--- src/rtl/bmon_pkg.sv ---
package bmon_pkg;
  typedef enum logic {
    WIN_IDLE = 1'b0,
    WIN_OPEN = 1'b1
  } win_state_t;
endpackage

--- src/rtl/bmon_prescaler.sv ---
module bmon_prescaler #(
  parameter int PRESCALE = 8
) (
  input  logic clk,
  input  logic rst_n,
  input  logic run,
  input  logic restart,
  output logic tick
);
  localparam int PW = (PRESCALE > 1) ? $clog2(PRESCALE) : 1;
  localparam logic [PW-1:0] LAST = PW'(PRESCALE - 1);

  logic [PW-1:0] phase;

  assign tick = run && (phase == LAST);

  always_ff @(posedge clk) begin
    if (!rst_n || restart) begin
      phase <= '0;
    end else if (run) begin
      phase <= (phase == LAST) ? '0 : phase + PW'(1);
    end
  end

  generate
    if (PRESCALE > 1) begin : g_spacing
      AST_TICK_SPACING: assert property (@(posedge clk) disable iff (!rst_n)
        (tick && !restart) |=> !tick);
    end
  endgenerate
endmodule

--- src/rtl/bmon_tick_counter.sv ---
module bmon_tick_counter #(
  parameter int LIMIT_W = 8
) (
  input  logic               clk,
  input  logic               rst_n,
  input  logic               clear,
  input  logic               tick,
  input  logic [LIMIT_W-1:0] limit,
  output logic               expire
);
  logic [LIMIT_W-1:0] count;
  logic [LIMIT_W:0]   next_count;

  assign next_count = {1'b0, count} + (LIMIT_W+1)'(1);
  assign expire     = tick && (next_count >= {1'b0, limit});

  always_ff @(posedge clk) begin
    if (!rst_n || clear) begin
      count <= '0;
    end else if (tick && !next_count[LIMIT_W]) begin
      count <= next_count[LIMIT_W-1:0];
    end
  end

  AST_COUNT_HELD: assert property (@(posedge clk) disable iff (!rst_n)
    (!tick && !clear) |=> $stable(count));
endmodule

--- src/rtl/bus_timeout_monitor.sv ---
module bus_timeout_monitor #(
  parameter int PRESCALE = 8,
  parameter int LIMIT_W  = 8
) (
  input  logic               clk,
  input  logic               rst_n,
  input  logic               xfer_start_i,
  input  logic               xfer_ack_i,
  input  logic               burst_i,
  input  logic [LIMIT_W-1:0] timeout_val_i,
  input  logic               enable_i,
  input  logic               freeze_i,
  input  logic               dbg_pend_i,
  output logic               tea_o
);
  import bmon_pkg::*;

  win_state_t state, state_nx;
  logic active, busy, restart, run, tick, expire, tea_nx;

  assign active  = enable_i || freeze_i || dbg_pend_i;
  assign busy    = (state == WIN_OPEN);
  assign restart = active && (xfer_start_i || (busy && xfer_ack_i && burst_i));
  assign run     = active && busy && !xfer_ack_i && !xfer_start_i;
  assign tea_nx  = run && expire;

  always_comb begin
    state_nx = state;
    if (!active)                state_nx = WIN_IDLE;
    else if (xfer_start_i)      state_nx = WIN_OPEN;
    else if (busy && xfer_ack_i) state_nx = burst_i ? WIN_OPEN : WIN_IDLE;
    else if (tea_nx)            state_nx = WIN_IDLE;
  end

  always_ff @(posedge clk) begin
    if (!rst_n) begin
      state <= WIN_IDLE;
      tea_o <= 1'b0;
    end else begin
      state <= state_nx;
      tea_o <= tea_nx;
    end
  end

  bmon_prescaler #(.PRESCALE(PRESCALE)) u_presc (
    .clk(clk), .rst_n(rst_n), .run(run), .restart(restart), .tick(tick)
  );

  bmon_tick_counter #(.LIMIT_W(LIMIT_W)) u_cnt (
    .clk(clk), .rst_n(rst_n), .clear(restart || !busy), .tick(tick),
    .limit(timeout_val_i), .expire(expire)
  );

  AST_SINGLE_PULSE: assert property (@(posedge clk) disable iff (!rst_n)
    tea_o |=> !tea_o);
  AST_ACK_WINS: assert property (@(posedge clk) disable iff (!rst_n)
    (busy && xfer_ack_i) |=> !tea_o);
  AST_INACTIVE_QUIET: assert property (@(posedge clk) disable iff (!rst_n)
    !active |=> (!tea_o && !busy));
  AST_IDLE_AFTER_FIRE: assert property (@(posedge clk) disable iff (!rst_n)
    tea_o |-> !busy);
  AST_IDLE_NO_TEA: assert property (@(posedge clk) disable iff (!rst_n)
    !busy |=> !tea_o);
endmodule

--- config.mk ---
export PLATFORM = sky130hd
export DESIGN_NAME = bus_timeout_monitor
export DESIGN_NICKNAME = d
export VERILOG_FILES = /design/src/rtl/bmon_pkg.sv /design/src/rtl/bmon_prescaler.sv /design/src/rtl/bmon_tick_counter.sv /design/src/rtl/bus_timeout_monitor.sv
export SDC_FILE = /design/constraint.sdc
export NUM_CORES = 1
export LEC_CHECK = 0
export ABC_AREA = 1
export BUFFER_PORTS_ARGS = -buffer_cell sky130_fd_sc_hd__buf_2
export CAP_MARGIN = 25
export CORE_MARGIN = 4
export CORE_UTILIZATION = 50
export DETAILED_ROUTE_END_ITERATION = 8
export GPL_ROUTABILITY_DRIVEN = 0
export PLACE_DENSITY = 0.78
export REMOVE_ABC_BUFFERS = 1
export SLEW_MARGIN = 20
export SYNTH_ARGS = -nofsm -noshare
export SYNTH_HDL_FRONTEND = slang
export SYNTH_SLANG_ARGS = --single-unit
export TNS_END_PERCENT = 5
--- constraint.sdc ---
create_clock -name clk -period 5.9 [get_ports clk]
set_input_delay 0.295 -clock clk [delete_from_list [all_inputs] [get_ports clk]]
set_output_delay 0.295 -clock clk [all_outputs]
set_load 0.02 [all_outputs]
## Word-level counts from Yosys, hierarchy flattened

Index checks and enable logic that the tools add are counted.

| word-level totals | value |
|---|---|
| register bits | 13 |
| output and inout bits | 1 |

| cells by class | value |
|---|---|
| add/subtract/negate cells | 2 |
| order comparisons | 1 |
| equality and inequality tests | 1 |
| mux-type cells | 5 |
| reduce and logical (&&, ||, !) cells | 23 |

Operators by type and width:

| kind | number |
|---|---|
| logical AND 1 bit | 10 |
| adder 8 x 1 -> 9 bit, second input constant | 1 |
| >= comparator 9 x 8 -> 1 bit | 1 |
| logical OR 1 bit | 6 |
| logical NOT 1 bit | 5 |
| 2-to-1 mux 1 bit | 4 |
| adder 3 x 1 -> 3 bit, second input constant | 1 |
| == test 3 bit, second input constant | 1 |
| 2-to-1 mux 3 bit | 1 |
| nonzero test 3 bit | 1 |
| AND reduction 2 bit | 1 |

## Longest topological paths before layout

| depth | value |
|---|---|
| depth after elaboration | 11 |
| depth in mapped cells | 16 |

## Hierarchy

A second synthesis with hierarchy kept.

| unflattened totals | value |
|---|---|
| cell total of the unflattened synthesis | 131 |
| area, all modules | 914.6 um^2 |

Modules (own cells, without submodules):

| module | times used | cells an instance | area an instance (um^2) |
|---|---|---|---|
| bmon_tick_counter | 1 | 91 | 636.9 |
| bmon_prescaler | 1 | 21 | 150.1 |
| bus_timeout_monitor | 1 | 19 | 127.6 |

## Worst setup path before layout

Ideal clock, no wire load.

| path | value |
|---|---|
| path type | flip-flop to flip-flop |
| start point | reg u_cnt.count[0] |
| end point | reg state, in the netlist busy |
| library setup time | 116 ps |
| arrival time | 1735 ps |
| required time | 5784 ps |
| setup slack | 4049 ps |
| stages on the path, launching flop included | 16 |
| period minus slack after synthesis | 1851 ps |
| cell sequence | dfxtp_1 -> ha_1 -> nand3_2 -> xnor2_1 -> ha_1 -> nand2_1 -> nor2_1 -> nand2_1 -> nand3_1 -> nand2_1 -> nand2_1 -> nand2_1 -> nand2_1 -> nand2_1 -> nand2_1 -> a21oi_1 |

| on the way | value |
|---|---|
| longest elaborated chain between the ends | 5 |

Ends and longest elaborated chain:

| item | line | RTL |
|---|---|---|
| start, declared | bmon_tick_counter.sv:11 | `logic [LIMIT_W-1:0] count;` |
| start signal, assigned | bmon_tick_counter.sv:21 | `count <= next_count[LIMIT_W-1:0];` |
| adder 8 x 1 -> 9 bit | bmon_tick_counter.sv:14 | `assign next_count = {1'b0, count} + (LIMIT_W+1)'(1);` |
| via u_cnt.next_count[4] | bmon_tick_counter.sv:12 | `logic [LIMIT_W:0] next_count;` |
| >= comparator 9 x 8 -> 1 bit | bmon_tick_counter.sv:15 | `assign expire = tick && (next_count >= {1'b0, limit});` |
| logical AND 1 bit | bmon_tick_counter.sv:15 |  |
| logical AND 1 bit | bus_timeout_monitor.sv:25 | `assign tea_nx = run && expire;` |
| nonzero test 3 bit (no source line) | -- |  |
| end signal, assigned | bus_timeout_monitor.sv:40 | `state <= state_nx;` |
| end, declared | bus_timeout_monitor.sv:18 | `win_state_t state, state_nx;` |

The timed path passes the listed nets, and every way through them passes these cells.
A chain may end at the register's enable or synchronous reset.

## Worst setup path in the final report

Ends and elaborated chain as after synthesis.

==> impl_results.md <==
- Number of warnings reported in the yosys synthesis log: 0
- DRC errors left: 0
- Antenna violations before repair: 0
- Die span in y: about 52 microns
- CP max FO: 5
- Global routing usage summed across all routing layers: between 15 and 20%
- Leakage: 0.000581 uW
- Number of endpoints with negative hold slack in the final report: 0
- Synthesis-to-finish area growth: 14.5%
- Count of H-tree levels built during CTS: 1
- Register clock-pin slew on the reported worst setup and hold paths: 0.08 ns
- Detailed router's first-iteration violation count: 24
- Insertion delay to the later sink of the worst-skew pair: 0.28 ns
- Number of buffers on the longest clock path: 2
- Average footprint of a synthesized cell: 7.49 sq um
- Startpoint of the worst register-to-register path: u_cnt.count[0]$_SDFFE_PP0P_
- Buffers on Ports: 16
- Area fraction of the dominant cell type after synthesis: 27.4%
- Number of global-route vias before repair: 766
- Kind of critical path: register to register
- Total placed instance area: between 1000 and 1500 sq um
- Filler cells: approximately 180
- Min Tclk post-route: 2.06 ns
- Library cell contributing the largest single delay on the critical path: dfxtp_1
- Final Max Slew Viols: 0
- Total number of vias: 828
- Core box area: roughly 1800 sq um
- Detail-routed net length per standard cell: 10.3 microns
- Family with the most delay on the worst path: simple AND/OR/NAND/NOR gates
- Post-synthesis cell type count: 25
- Io pins: 17
- Maximum clock frequency: 485 MHz
- Arrival time worst endpoint: between 2 and 2.5 ns
- Number of failing setup endpoints in the final timing report: 0
- Largest net degree at the start of global routing: 11
- Run status: finished clean
- Most common cell type on the critical path: nand2_1
- Drt first pass iters: 4
- Crit path required time: 6.12 ns
- Cell taking the most area after synthesis: dfxtp_1
- Depth of the critical timing path with buffers and inverters included: 15
- R2R Setup Slk: 3.84 ns
- Antenna violation net count after detailed routing: 0
- Setup repair bufs after CTS: 0
- Sinks on the clock net: 13
- First-pass GRT wire length: about 3100 microns
- Number of clock buffers inserted by TritonCTS: 3
- Launch point of the worst path: u_cnt.count[0]$_SDFFE_PP0P_
- Cell chosen for the clock root: clkbuf_4
- Unrepaired setup endpoints after global routing: false
- Row count: 15
- Final clock period utilization by the worst path: 35.0%
- Worst reg-to-reg path cell count: 15
- Path class of the lowest-slack min-delay path: primary input to register
- Peak supply drop: 0.000106 V
- Power density of the placed cells: between 100 and 150 nW/um^2
- Summed instance area of the synthesized netlist: 951 sq um
- Max-capacitance violation count: 0
- Number of antenna diodes: 0
- Sort of element at the end of the critical path: register
- Via-per-instance ratio: 4.81
- Largest cells by area after synthesis: dfxtp_1 (27%), ha_1 (14%), nand2_1 (11%)
- Remaining max-slew budget at the tightest pin: 83.6%
- Clock tree from TritonCTS: done
- Delay contributed by the slowest stage of the critical path: 0.43 ns
- Full die area: 2660 sq um
- CP cell instances: ha_1 > nand3_2 > xnor2_1 > ha_1 > nand2_1 > inv_1 > nand2_1 > nand3_1 > nand2_1 > nand2_1 > nand2_1 > nand2_1 > nand2_1 > nand2_1 > a21oi_1
- Final instance area: 1090 sq um
- Skew final: 0.00247 ns
- Global route overflow: 0
- End point of the critical path: busy$_SDFFE_PN0P_
- Fraction of final layout cells sized beyond drive strength 1: 25.9%
- Worst R2R End: busy$_SDFFE_PN0P_
- Worst-margin pin slew: 0.245 ns
- CP bufs+invs: 1
- Synthesis-stage register bit count: 13
- Setup crit start kind: register
- Initial core utilization: a little over half
- Die boundary width: 51.6 microns
- Half-perimeter wire length of the detailed placement result: 1480 microns
- Total number of nets in the final design: roughly 180
- Sequential cell area fraction in the yosys report: 27.4%
- Number of standard cells after synthesis: 127
- Post-CTS Hold Buffers: 0
- Setup TNS: 0 ns
- PostCTS Resize Cnt: 0
- Final wirelength: 1780 microns
## state kept, by name, indices dropped and copies added (netlist names)
signal	count
tea_o	1
u_cnt.count	8
busy	1
u_presc.phase	3
## stage by stage
| step | power [uW] | setup WS, ns | hold slack, ns | instances | utilization [%] |
|---|---|---|---|---|---|
| after floorplan | 101 | 4.05 | 0.407 | 127 | - |
| after detailed placement | 109 | 3.84 | 0.467 | 168 | 60.2 |
| after CTS | 166 | 3.83 | 0.244 | 172 | 61.7 |
| after global placement | 108 | 3.91 | 0.461 | 168 | 60.2 |
| after global routing | 174 | 3.63 | 0.255 | 172 | 61.7 |
| final | 163 | 3.84 | 0.254 | 172 | 61.7 |
## layout make-up
cell class / instances / area (sq um) / share of cell area (%)
multi-input cells: 90 / 601 / 55.2
flip-flops and latches: 13 / 260 / 23.9
inverters: 24 / 90.1 / 8.28
repair buffers: 16 / 80.1 / 7.36
well taps: 25 / 31.3 / 2.87
clock buffers: 4 / 26.3 / 2.41
## worst min path at each step
stage	slack [ns]	to	cells past startpoint	from
after detailed placement	0.47	u_presc.phase[1]$_SDFFE_PP0P_	2	u_presc.phase[1]$_SDFFE_PP0P_
after global placement	0.46	u_presc.phase[1]$_SDFFE_PP0P_	2	u_presc.phase[1]$_SDFFE_PP0P_
after CTS	0.24	tea_o$_SDFF_PN0_	3	rst_n
after global routing	0.26	tea_o$_SDFF_PN0_	3	rst_n
final	0.25	tea_o$_SDFF_PN0_	3	rst_n
after floorplan	0.41	tea_o$_SDFF_PN0_	2	rst_n
## cells by family (layout without fill, tap and decap cells)
family / after synthesis / after routing / synth area share [%]
xor+xnor: 5 / 5 / 5.40
buf+inv: 24 / 44 / 9.47
simple gates: 55 / 55 / 32.1
compound gates: 19 / 19 / 11.2
fa+ha+maj: 11 / 11 / 14.5
flops: 13 / 13 / 27.4
## synth_stat cells
master and instances:
nand2_1 27, inv_1 21, dfxtp_1 13, ha_1 11, nor2_1 11, a21oi_1 9
o21ai_1 6, inv_2 3, nand3_1 3, nand3_2 3, nor2_4 3, xor2_1 3
nand2_2 2, a21boi_2 1, a31oi_1 1, nand2_4 1, nand3_4 1, nand4_1 1
nor2_2 1, nor2_8 1, nor3_2 1, o21ai_0 1, o21ai_2 1, xnor2_1 1
xnor2_2 1
## per-layer routing
metal	part of all wire, %	track usage (%)
met1	44	18.9
met2	49	26.1
met3	4.8	5.16
met4	1.7	5.24
met5	0	0
## where the power goes
part	internal [uW]	switching [uW]
logic	7.91	9.89
clock network	26.3	30.2
registers	88.3	0.504
total	122	40.6
## tightest hold or removal path, cell delays in order
cell    delay [ns]
buf_2         0.12
inv_1         0.05
nor2_1        0.03
## cell usage in the layout (no fill, tap or decap), types with 6 or more instances in the layout
cell type / count
a21oi_1: 9
inv_1: 21
o21ai_1: 6
nand2_1: 27
dfxtp_1: 13
ha_1: 11
buf_2: 16
nor2_1: 11
No activity file was read; power rests on OpenSTA's default activity.
